==> config.mk <==
export PLATFORM = sky130hd
export DESIGN_NAME = cmo_seq
export DESIGN_NICKNAME = d
export VERILOG_FILES = /design/src/rtl/cmo_pkg.sv /design/src/rtl/cmo_budget.sv /design/src/rtl/cmo_stall_ctr.sv /design/src/rtl/cmo_wb_port.sv /design/src/rtl/cmo_seq.sv
export SDC_FILE = /design/constraint.sdc
export NUM_CORES = 1
export LEC_CHECK = 0
export ABC_AREA = 1
export BUFFER_PORTS_ARGS = -buffer_cell sky130_fd_sc_hd__buf_2
export CORE_ASPECT_RATIO = 0.75
export CORE_MARGIN = 2
export CORE_UTILIZATION = 40
export CTS_CLUSTER_SIZE = 14
export DETAILED_ROUTE_END_ITERATION = 10
export MAX_ROUTING_LAYER = met4
export PLACE_DENSITY = 0.72
export SETUP_SLACK_MARGIN = 0.4
export SLEW_MARGIN = 10
export SYNTH_ARGS = -nofsm -noshare
export SYNTH_HDL_FRONTEND = slang
export SYNTH_SLANG_ARGS = --single-unit
==> constraint.sdc <==
create_clock -name clk -period 2.7 [get_ports clk]
set_input_delay 0.27 -clock clk [delete_from_list [all_inputs] [get_ports clk]]
set_output_delay 0.27 -clock clk [all_outputs]
set_load 0.005 [all_outputs]
==> src/rtl/cmo_pkg.sv <==
package cmo_pkg;
  typedef enum logic {
    OP_WB_INV = 1'b0,
    OP_INV    = 1'b1
  } cmo_op_e;

  function automatic int unsigned max2(input int unsigned a, input int unsigned b);
    return (a > b) ? a : b;
  endfunction
endpackage

==> src/rtl/cmo_budget.sv <==
module cmo_budget
  import cmo_pkg::*;
#(
  parameter int unsigned PEN_CLEAN = 3,
  parameter int unsigned PEN_HINV  = 2,
  parameter int unsigned CNT_W     = 2
) (
  input  logic             op,
  input  logic             hit,
  input  logic             dirty,
  output logic [CNT_W-1:0] budget,
  output logic             push_needed
);
  always_comb begin
    budget      = '0;
    push_needed = 1'b0;
    if (hit) begin
      if (cmo_op_e'(op) == OP_INV) begin
        budget = CNT_W'(PEN_HINV);
      end else begin
        budget      = CNT_W'(PEN_CLEAN);
        push_needed = dirty;
      end
    end
  end
endmodule

==> src/rtl/cmo_stall_ctr.sv <==
module cmo_stall_ctr #(
  parameter int unsigned CNT_W = 2
) (
  input  logic             clk,
  input  logic             rst_n,
  input  logic             load,
  input  logic [CNT_W-1:0] load_val,
  input  logic             hold,
  output logic             busy,
  output logic             last
);
  logic [CNT_W-1:0] cnt_q;

  always_ff @(posedge clk) begin
    if (!rst_n) begin
      cnt_q <= '0;
    end else if (load) begin
      cnt_q <= load_val;
    end else if (busy && !hold) begin
      cnt_q <= cnt_q - 1'b1;
    end
  end

  assign busy = (cnt_q != '0);
  assign last = (cnt_q == CNT_W'(1)) && !hold;
endmodule

==> src/rtl/cmo_wb_port.sv <==
module cmo_wb_port #(
  parameter int unsigned ADDR_W = 31
) (
  input  logic              clk,
  input  logic              rst_n,
  input  logic              arm,
  input  logic [ADDR_W-1:0] arm_addr,
  input  logic              wb_ready,
  output logic              wb_valid,
  output logic [ADDR_W-1:0] wb_line_addr,
  output logic              waiting
);
  logic pend_q;
  logic [ADDR_W-1:0] addr_q;

  always_ff @(posedge clk) begin
    if (!rst_n) begin
      pend_q <= 1'b0;
      addr_q <= '0;
    end else if (arm) begin
      pend_q <= 1'b1;
      addr_q <= arm_addr;
    end else if (pend_q && wb_ready) begin
      pend_q <= 1'b0;
    end
  end

  assign wb_valid     = pend_q;
  assign wb_line_addr = addr_q;
  assign waiting      = pend_q && !wb_ready;
endmodule

==> src/rtl/cmo_seq.sv <==
module cmo_seq
  import cmo_pkg::*;
#(
  parameter int unsigned SETS      = 128,
  parameter int unsigned WAYS      = 4,
  parameter int unsigned TAG_W     = 24,
  parameter int unsigned PEN_CLEAN = 3,
  parameter int unsigned PEN_HINV  = 2,
  localparam int unsigned SET_W    = (SETS > 1) ? $clog2(SETS) : 1,
  localparam int unsigned WAY_W    = (WAYS > 1) ? $clog2(WAYS) : 1,
  localparam int unsigned ADDR_W   = TAG_W + SET_W,
  localparam int unsigned CNT_W    = $clog2(max2(PEN_CLEAN, PEN_HINV) + 1)
) (
  input  logic              clk,
  input  logic              rst_n,
  input  logic              req_valid,
  output logic              req_ready,
  input  logic              req_op,
  input  logic              req_hit,
  input  logic              req_dirty,
  input  logic [SET_W-1:0]  req_set,
  input  logic [WAY_W-1:0]  req_way,
  input  logic [TAG_W-1:0]  req_tag,
  output logic              stall,
  output logic              inv_valid,
  output logic [SET_W-1:0]  inv_set,
  output logic [WAY_W-1:0]  inv_way,
  output logic              wb_valid,
  input  logic              wb_ready,
  output logic [ADDR_W-1:0] wb_line_addr
);
  logic             accept;
  logic [CNT_W-1:0] budget;
  logic             push_needed;
  logic             busy;
  logic             last;
  logic             push_wait;
  logic [SET_W-1:0] set_q;
  logic [WAY_W-1:0] way_q;

  assign req_ready = !busy;
  assign accept    = req_valid && req_ready;

  cmo_budget #(
    .PEN_CLEAN (PEN_CLEAN),
    .PEN_HINV  (PEN_HINV),
    .CNT_W     (CNT_W)
  ) u_budget (
    .op          (req_op),
    .hit         (req_hit),
    .dirty       (req_dirty),
    .budget      (budget),
    .push_needed (push_needed)
  );

  cmo_stall_ctr #(
    .CNT_W (CNT_W)
  ) u_ctr (
    .clk      (clk),
    .rst_n    (rst_n),
    .load     (accept),
    .load_val (budget),
    .hold     (push_wait),
    .busy     (busy),
    .last     (last)
  );

  cmo_wb_port #(
    .ADDR_W (ADDR_W)
  ) u_wb (
    .clk          (clk),
    .rst_n        (rst_n),
    .arm          (accept && push_needed),
    .arm_addr     ({req_tag, req_set}),
    .wb_ready     (wb_ready),
    .wb_valid     (wb_valid),
    .wb_line_addr (wb_line_addr),
    .waiting      (push_wait)
  );

  always_ff @(posedge clk) begin
    if (!rst_n) begin
      set_q <= '0;
      way_q <= '0;
    end else if (accept) begin
      set_q <= req_set;
      way_q <= req_way;
    end
  end

  assign stall     = busy;
  assign inv_valid = busy && last;
  assign inv_set   = set_q;
  assign inv_way   = way_q;
endmodule

==> metrics.yaml, run 1 <==
timing:
  relSlewSlack_pct: 66.9
  fmax_mhz: 523
  worst_pin_slew_ns: 0.496
  setup_violations: 0
  final_hold_viol_count: 0
  post-route-period-util_pct: 70.8
  period_needed_ns: 1.91
  grt_setup_unrepaired: "no"
  fin_tns_setup_ns: 0
  drv_slew: 0
  holdWs_ns: 0.214
  fin_skew_ns: 0.00600
clock_network:
  clk_latency_ns: 0.29
  clock-root-buffer: "clkbuf_8"
  cts_tree: "done"
  cts_resized: 0
  cts_num_sinks: 43
  cts_buffers: 5
  clk_pin_slew_ns: 0.08
  post-cts-setup-buffers: 0
  cts_hold_buffers: 0
  htreeDepth: 2
  clockBufferDepth: 2
setup_path:
  required_ns: 2.88
  critPathSlowestCell: "dfxtp_1"
  worstPathCellList: "inv_1 > ha_1 > nand2_2 > inv_2 > nand3_4 > clkinv_2 > nor2_1 > nor2_1"
  path_class: "reg2reg"
  arrival_ns: 2.10
  start_kind: "register"
  path_common_cell: "nor2_1"
  slowest_delay_ns: 0.36
  cp_max_fo: 31
  endpoint_kind: "register"
floorplanning:
  ios: 84
  core-area_sq_um: 4030
  initial_core_util_pct: 41.5
  rows: 20
  fp.dieArea_sq_um: 4720
  die_w_um: 78.6
  die_h_um: 60.0
power:
  p_sw_w: 0.000505
  power.internal_w: 0.00108
  p_seq_share_pct: 47.6
  clkPwrFrac_pct: 25.0
  ir_drop_mv: 0.371
  combPwrFrac_pct: 27.4
  powerDensity_nw_per_um2: 726
  netSwitchingFraction_pct: 32.0
  p_leak_nw: 1.05
place:
  portBuffers: 83
  gp_congestion: 0.770
  dp.cells: 333
  dp_hpwl_mm: 2.71
detailed_routing:
  drtPass1Iterations: 4
  vias: 1553
  detail-route-antenna-nets: 0
  drt_iter0_markers: 31
  wl_mm: 3.90
  wire_per_inst_um: 11.4
  drc: 0
  viasPerCell: 4.55
global_routing:
  grt_max_degree: 35
  grt_pass1_vias: 1468
  grt_use_met2_pct: 29.5
  grt_pass1_wl_mm: 6.39
  antenna_found_initial: 0
  track_usage_pct: 18.1
  use_met3_pct: 5.29
  grt_overflow: 0
  busiest_layer: "met2"
  grt_util_met1_pct: 21.6
status:
  outcome: "finished, final reports clean"
yosys:
  netlist_area_sq_um: 1670
  synth-edff-count: 0
  synth_top_area_cell: "dfxtp_1"
  synth_nets: 247
  synthArstFlopShare_pct: 0
  yosysSeqAreaShare_pct: 51.5
  yosysTopAreaCellShare_pct: 51.5
  yosys_warnings: 0
  synth_seq_cells: 43
  synth_area_leaders: "dfxtp_1 51%, nor2_1 18%, o21bai_1 14%"
  synth_cells: 205
  avgSynthCellArea_sq_um: 8.15
  post-synth-top-count-cell: "nor2_1"
  ys_types: 18
  synth_common_cells: "81 x nor2_1, 43 x dfxtp_1, 31 x o21bai_1"
  synthFlopType: "dfxtp_1"
hold_path:
  hold_path.class: "in2reg"
final_layout:
  final_nets: 327
  fin_cells: 341
  drive_gt1_share_pct: 33.9
  n_antenna_cell: 0
  syn2layout_area_growth_pct: 30.2
flow_run:
  cap_violations: 0
## routing by layer
metal | part of all wire, % | vias to the layer above | wire [um]
met5 | 0 | - | 0
met4 | 1.3 | 0 | 49
met3 | 8.3 | 7 | 324
met2 | 43 | 53 | 1670
met1 | 48 | 689 | 1860
li1 | - | 804 | -
## state kept, by name, indices dropped and copies added (netlist names)
name,flops
u_ctr.cnt_q,2
u_wb.wb_valid,1
u_wb.wb_line_addr,31
inv_way,2
inv_set,7
## cells by family (layout without fill, tap and decap cells)
group	after synthesis	count (layout)	synth area share, %
and+or+nand+nor	95	95	22.6
adders and majority gates	2	2	1.50
buffers and inverters	21	102	6.59
DFF	43	43	51.5
AOI/OAI and AO/OA	44	44	17.8
## worst max-delay path: cells and delay by family (launching register included)
family / cells / cell delay, ns
fa+ha+maj: 1 / 0.23
buf+inv: 3 / 0.58
flops: 1 / 0.36
simple gates: 4 / 0.63
## through the flow
stage	power, W	setup slack, ns	utilization [%]	cell area, sq um
2_1_floorplan	0.00104	1.36	-	1670
3_3_place_gp	0.00119	0.864	51.9	2090
3_5_place_dp	0.00120	0.761	51.9	2090
4_1_cts	0.00160	0.747	54.0	2180
5_1_grt	0.00170	0.581	54.0	2180
6_report	0.00158	0.788	54.0	2180
## cells in the final DEF (no fill, tap or decap), drive strengths merged
cell type  count
inv            9
dfxtp         43
o21ai         10
clkinv         2
buf           84
a21oi          3
nand2         10
o21bai        31
clkbuf         6
nand3          3
clkinvlp       1
nor2          82
ha             2
## power groups by stage
stage          combinational, W  clock, W  sequential, W
3_3_place_gp           0.000423         0       0.000766
4_1_cts                0.000437  0.000411       0.000753
2_1_floorplan          0.000275         0       0.000769
3_5_place_dp           0.000436         0       0.000768
6_report               0.000433  0.000395       0.000753
5_1_grt                0.000493  0.000442       0.000764
## area by class of cell
cell class / count / area, sq um
Tap cell: 55 / 68.8
Timing Repair Buffer: 84 / 423
Clock inverter: 2 / 12.5
Inverter: 10 / 38.8
Fill cell: 411 / 1850
Multi-Input combinational cell: 141 / 701
Sequential cell: 43 / 861
Clock buffer: 6 / 72.6
## final timing paths
kind / start / endpoint / slack [ns] / depth (start not counted)
worst max-delay path: u_ctr.cnt_q[0] / u_wb.wb_line_addr[4] / 0.79 / 8
worst min-delay path: req_tag[19] / u_wb.wb_line_addr[26] / 0.21 / 3
worst max register to register: u_ctr.cnt_q[0] / u_wb.wb_line_addr[4] / 0.79 / 8
worst min register to register: u_wb.wb_line_addr[20] / u_wb.wb_line_addr[20] / 0.48 / 2
(Power assumes the default switching activity.)
==> run 2: changes to the inputs <==
- PLACE_DENSITY: 0.72 -> 0.74
- clock period: 2.7 -> 1.6 ns (I/O delays scaled with it)
==> run 2 against run 1 <==
  * Combinational power grew to 2.5 times the previous value
  * Design area grew 16%
  * Register-to-register slack lost 0.57 ns
==> metrics.yaml, run 2 (synthesis gave the netlist of run 1 again) <==
timing:
  post-route-period-util_pct: 86.4
  fin_skew_ns: 0.00769
  period_needed_ns: 1.38
  fin_tns_setup_ns: 0
  drv_slew: 0
  worst_pin_slew_ns: 0.515
  relSlewSlack_pct: 65.6
  fmax_mhz: 723
  setup_violations: 0
  final_hold_viol_count: 0
  grt_setup_unrepaired: "yes"
global_routing:
  grt_overflow: 0
  antenna_found_initial: 0
  grt_pass1_wl_mm: 6.93
  track_usage_pct: 20.0
  grt_pass1_vias: 1422
  grt_max_degree: 35
final_layout:
  syn2layout_area_growth_pct: 51.1
  fillers: 376
  final_nets: 343
  fin_util_pct: 62.7
  multiInputGateArea_sq_um: 791
  largest_reg_flops: 31
  layout_common_cells: "82 x buf_2, 77 x nor2_1, 41 x dfxtp_1"
  n_antenna_cell: 0
  ff_latch_area_sq_um: 863
  mostFrequentLayoutCell: "buf_2"
  drive_gt1_share_pct: 43.0
detailed_routing:
  vias: 1629
  detail-route-antenna-nets: 0
  drc: 0
  wl_mm: 4.53
  drtPass1Iterations: 4
  wire_per_inst_um: 12.7
  viasPerCell: 4.56
  drt_iter0_markers: 25
status:
  outcome: "finished, final reports clean"
place:
  portBuffers: 83
  gp_congestion: 0.766
  dp_hpwl_mm: 2.79
clock_network:
  clockBufferDepth: 2
  htreeDepth: 2
  cts_tree: "done"
  clk_pin_slew_ns: 0.08
  cts_num_sinks: 43
  clock-root-buffer: "clkbuf_8"
  clk_latency_ns: 0.29
  cts_hold_buffers: 0
  cts_buffers: 5
power:
  p_leak_nw: 1.22
  ir_drop_mv: 0.637
  combPwrFrac_pct: 34.0
  p_sw_w: 0.000993
  p_seq_share_pct: 39.7
  power.internal_w: 0.00221
  clkPwrFrac_pct: 26.4
  powerDensity_nw_per_um2: 1270
  netSwitchingFraction_pct: 31.0
floorplanning:
  die_w_um: 78.6
  ios: 84
  rows: 20
  initial_core_util_pct: 41.5
  fp.dieArea_sq_um: 4720
  die_h_um: 60.0
  core-area_sq_um: 4030
setup_path:
  path_class: "reg2reg"
  arrival_ns: 1.56
  slowest_delay_ns: 0.33
  crit_buf_inv: 3
  crit_family: "flip-flops"
  worstPathCellList: "inv_2 > ha_4 > nand2_4 > inv_4 > nand3_4 > buf_6 > o21bai_1 > nor2_1"
  r2r_start: "u_ctr.cnt_q[0]"
  critPathSlowestCell: "dfxtp_2"
  start_kind: "register"
  endpoint_kind: "register"
  cp_max_fo: 7
  critPathLaunch: "u_ctr.cnt_q[0]"
  required_ns: 1.78
hold_path:
  min_from: "req_way[0]"
  hold_path.class: "in2reg"
flow_run:
  cap_violations: 0
==> run 2: cell types whose count changed in the layout (fill, tap and decap cells not counted), sizes merged <==
cell      change
buf          +12
bufinv        +1
clkinv        +4
clkinvlp      -1
==> run 2: routing by layer <==
metal | share of wire [%] | up-vias | global-route usage (%)
li1 | - | 842 | -
met1 | 48 | 725 | 25.4
met2 | 45 | 55 | 31.4
met3 | 6.3 | 7 | 5.14
met4 | 0.77 | 0 | 6.77
met5 | 0 | - | -
==> run 2: final cells by class <==
cell class	count	area share, %
timing repair inverter	3	1.63
tap	55	2.72
inverter	10	2.08
multi-input combinational	141	31.3
timing repair buffer	97	23.6
clock inverter	3	1.73
clock buffer	5	2.72
sequential	43	34.2
==> run 2: what timing repair did <==
| item | CTS | global route |
|---|---|---|
| setup endpoints to repair | 36 | 38 |
| gates cloned | 3 | 1 |
| pin swaps | 5 | 9 |
| setup buffers | 8 | 1 |
| resized for setup | 14 | 13 |
==> run 2: power groups by stage <==
stage	logic (W)	clock network, W	registers (W)
floorplan	0.000514	0	0.00130
global placement	0.000817	0	0.00129
detailed placement	0.000834	0	0.00129
CTS	0.00101	0.000861	0.00127
global route	0.00121	0.000914	0.00129
finish	0.00109	0.000843	0.00127
==> run 2: final timing paths <==
kind	to	slack, ns	cells past startpoint
max reg2reg	u_wb.wb_line_addr[14]	0.22	8
min reg2reg	u_wb.wb_line_addr[24]	0.47	2
max	u_wb.wb_line_addr[14]	0.22	8
min	inv_way[0]	0.10	3
==> run 2: worst min-delay path, delay by kind of cell <==
family	cells	cell delay, ns
buf+inv	1	0.07
simple gates	1	0.07
compound gates	1	0.05
==> run 2: stage by stage <==
| step | total power [W] | hold slack, ns | instances | area (sq um) | setup WS [ns] |
|---|---|---|---|---|---|
| global route | 0.00341 | 0.108 | 357 | 2530 | 0.131 |
| detailed placement | 0.00213 | 0.409 | 336 | 2150 | 0.214 |
| global placement | 0.00211 | 0.400 | 336 | 2150 | 0.262 |
| finish | 0.00320 | 0.103 | 357 | 2530 | 0.217 |
| floorplan | 0.00182 | 0.296 | 205 | 1700 | 0.406 |
| CTS | 0.00314 | 0.103 | 355 | 2430 | 0.269 |
==> run 3: changes to the inputs <==
- CORE_UTILIZATION: 40 -> 30
- PLACE_DENSITY: 0.74 -> not set
- PLACE_DENSITY_LB_ADDON: not set -> 0.05
==> run 3 against run 2 <==
  * Global-route usage shrank 5.6 points
  * Die area grew 31%
  * Worst hold slack lost 0.0012 ns
  * Combinational power shrank 6%
  * Non-clock buffer count shrank 2
  * Count of clock-buffer cells in the layout grew 1
  * Register-to-register slack gained 0.08 ns
  * Critical path depth shrank 2
  * Utilization shrank 17 points
  * Design area shrank 2.1%
  * Routed wire length grew 0.51%
  * Sequential cell count is the same
  * Critical endpoint is now inv_valid
  * Largest power group unchanged
==> metrics.yaml, run 3 (synthesis gave the netlist of run 1 again) <==
setup_path:
  path_class: "reg2out"
  slowest_delay_ns: 0.34
  critPathLaunch: "u_ctr.cnt_q[1]"
  critPathSlowestCell: "dfxtp_2"
  r2r_start: "u_ctr.cnt_q[0]"
  endpoint_kind: "output pin"
  path_common_cell: "inv_2"
  cp_max_fo: 3
  worstRegToRegCells: 9
  r2r_setup_slack_ns: 0.30
  start_kind: "register"
  required_ns: 1.44
  worstPathCellList: "inv_2 > ha_4 > inv_2 > nand2_2 > nor2_1 > buf_2"
  r2r_end: "u_wb.wb_line_addr[0]"
  arrival_ns: 1.15
final_layout:
  syn2layout_area_growth_pct: 47.9
  largest_reg_flops: 31
  mostFrequentLayoutCell: "buf_2"
  fin_util_pct: 46.2
  fillers: 594
  final_nets: 340
  n_antenna_cell: 0
  layout_common_cells: "83 x buf_2, 71 x nor2_1, 41 x dfxtp_1"
  ff_latch_area_sq_um: 863
  multiInputGateArea_sq_um: 769
  drive_gt1_share_pct: 44.0
timing:
  drv_slew: 0
  post-route-period-util_pct: 81.7
  setup_violations: 0
  fin_tns_setup_ns: 0
  relSlewSlack_pct: 64.5
  worst_pin_slew_ns: 0.531
  final_hold_viol_count: 0
  period_needed_ns: 1.31
  grt_setup_unrepaired: "yes"
  setup_ws_ns: 0.293
  fin_skew_ns: 0.00712
  fmax_mhz: 765
global_routing:
  grt_overflow: 0
  antenna_found_initial: 0
  track_usage_pct: 14.4
  grt_pass1_wl_mm: 6.73
  grt_max_degree: 35
  grt_pass1_vias: 1407
detailed_routing:
  drc: 0
  drtPass1Iterations: 4
  detail-route-antenna-nets: 0
  wl_mm: 4.56
  wire_per_inst_um: 12.2
  vias: 1576
  drt_iter0_markers: 46
  viasPerCell: 4.23
floorplanning:
  die_w_um: 90.2
  initial_core_util_pct: 31.2
  fp.dieArea_sq_um: 6190
  rows: 23
  core-area_sq_um: 5350
  ios: 84
  die_h_um: 68.6
clock_network:
  clockBufferDepth: 2
  cts_num_sinks: 43
  htreeDepth: 2
  clk_pin_slew_ns: 0.08
  clk_latency_ns: 0.29
  clock-root-buffer: "clkbuf_8"
  cts_buffers: 5
  cts_tree: "done"
place:
  gp_congestion: 0.700
  dp_hpwl_mm: 2.87
  place_ws_ns: 0.156
  portBuffers: 83
status:
  outcome: "finished, final reports clean"
hold_path:
  min_from: "req_tag[23]"
  hold_depth: 3
  hold_end: "u_wb.wb_line_addr[30]"
  hold_path.class: "in2reg"
power:
  p_leak_nw: 1.17
  p_total_w: 0.00312
  ir_drop_mv: 0.388
  powerDensity_nw_per_um2: 1260
flow_run:
  cap_violations: 0
## run 3: cell count changes in the layout (fill, tap and decap cells not counted), moves of 3 or more
cell,change
nor2_2,+8
nor2_1,-6
clkinv_8,-3
o21ai_1,-3
o21bai_1,+3
o21bai_4,-3
## run 3: worst max-delay path by stage
stage	to	slack, ns	cells past startpoint
after floorplan	u_wb.wb_line_addr[10]	0.41	8
after global placement	u_wb.wb_line_addr[18]	0.18	8
after detailed placement	u_wb.wb_line_addr[3]	0.16	8
after CTS	inv_valid	0.27	6
after global routing	u_wb.wb_line_addr[30]	0.21	8
final	inv_valid	0.29	6
## run 3: worst max-delay path, delay by kind of cell (launching register included)
family                     cells  cell delay, ns
DFF                            1            0.34
adders and majority gates      1            0.17
and+or+nand+nor                2            0.13
buffers and inverters          3            0.22
## run 3: layout make-up
class | count | area share (%)
Clock buffer | 6 | 2.94
Timing Repair inverter | 2 | 0.911
Multi-Input combinational cell | 141 | 31.1
Clock inverter | 1 | 1.21
Inverter | 10 | 2.68
Timing Repair Buffer | 95 | 22.4
Sequential cell | 43 | 34.9
Tap cell | 75 | 3.80
## run 3: layer usage
metal | part of all wire (%) | wire length, um | up-vias | GRT usage [%]
li1 | - | - | 833 | -
met1 | 49 | 2220 | 699 | 18.3
met2 | 45 | 2060 | 42 | 21.6
met3 | 5.8 | 266 | 2 | 5.65
met4 | 0.31 | 14 | 0 | 4.04
met5 | 0 | 0 | - | -
## run 3: report_power, final
part / total [W] / internal, W / switching [W]
combinational: 0.00103 / 0.000508 / 0.000522
clock: 0.000815 / 0.000458 / 0.000357
sequential: 0.00128 / 0.00121 / 0.0000701
total: 0.00312 / 0.00217 / 0.000949
## run 3: timing repair
action	4_1_cts	5_1_grt
gates resized for setup	14	22
pin swaps	2	5
gates cloned	1	2
endpoints found under the setup margin	35	36
hold buffers	0	0
buffers inserted	5	3
## run 3: stage by stage
step	cells	hold slack [ns]	area (sq um)
floorplan	205	0.296	1700
global placement	355	0.406	2150
detailed placement	355	0.409	2150
CTS	368	0.0941	2340
global route	373	0.0901	2470
finish	373	0.102	2470
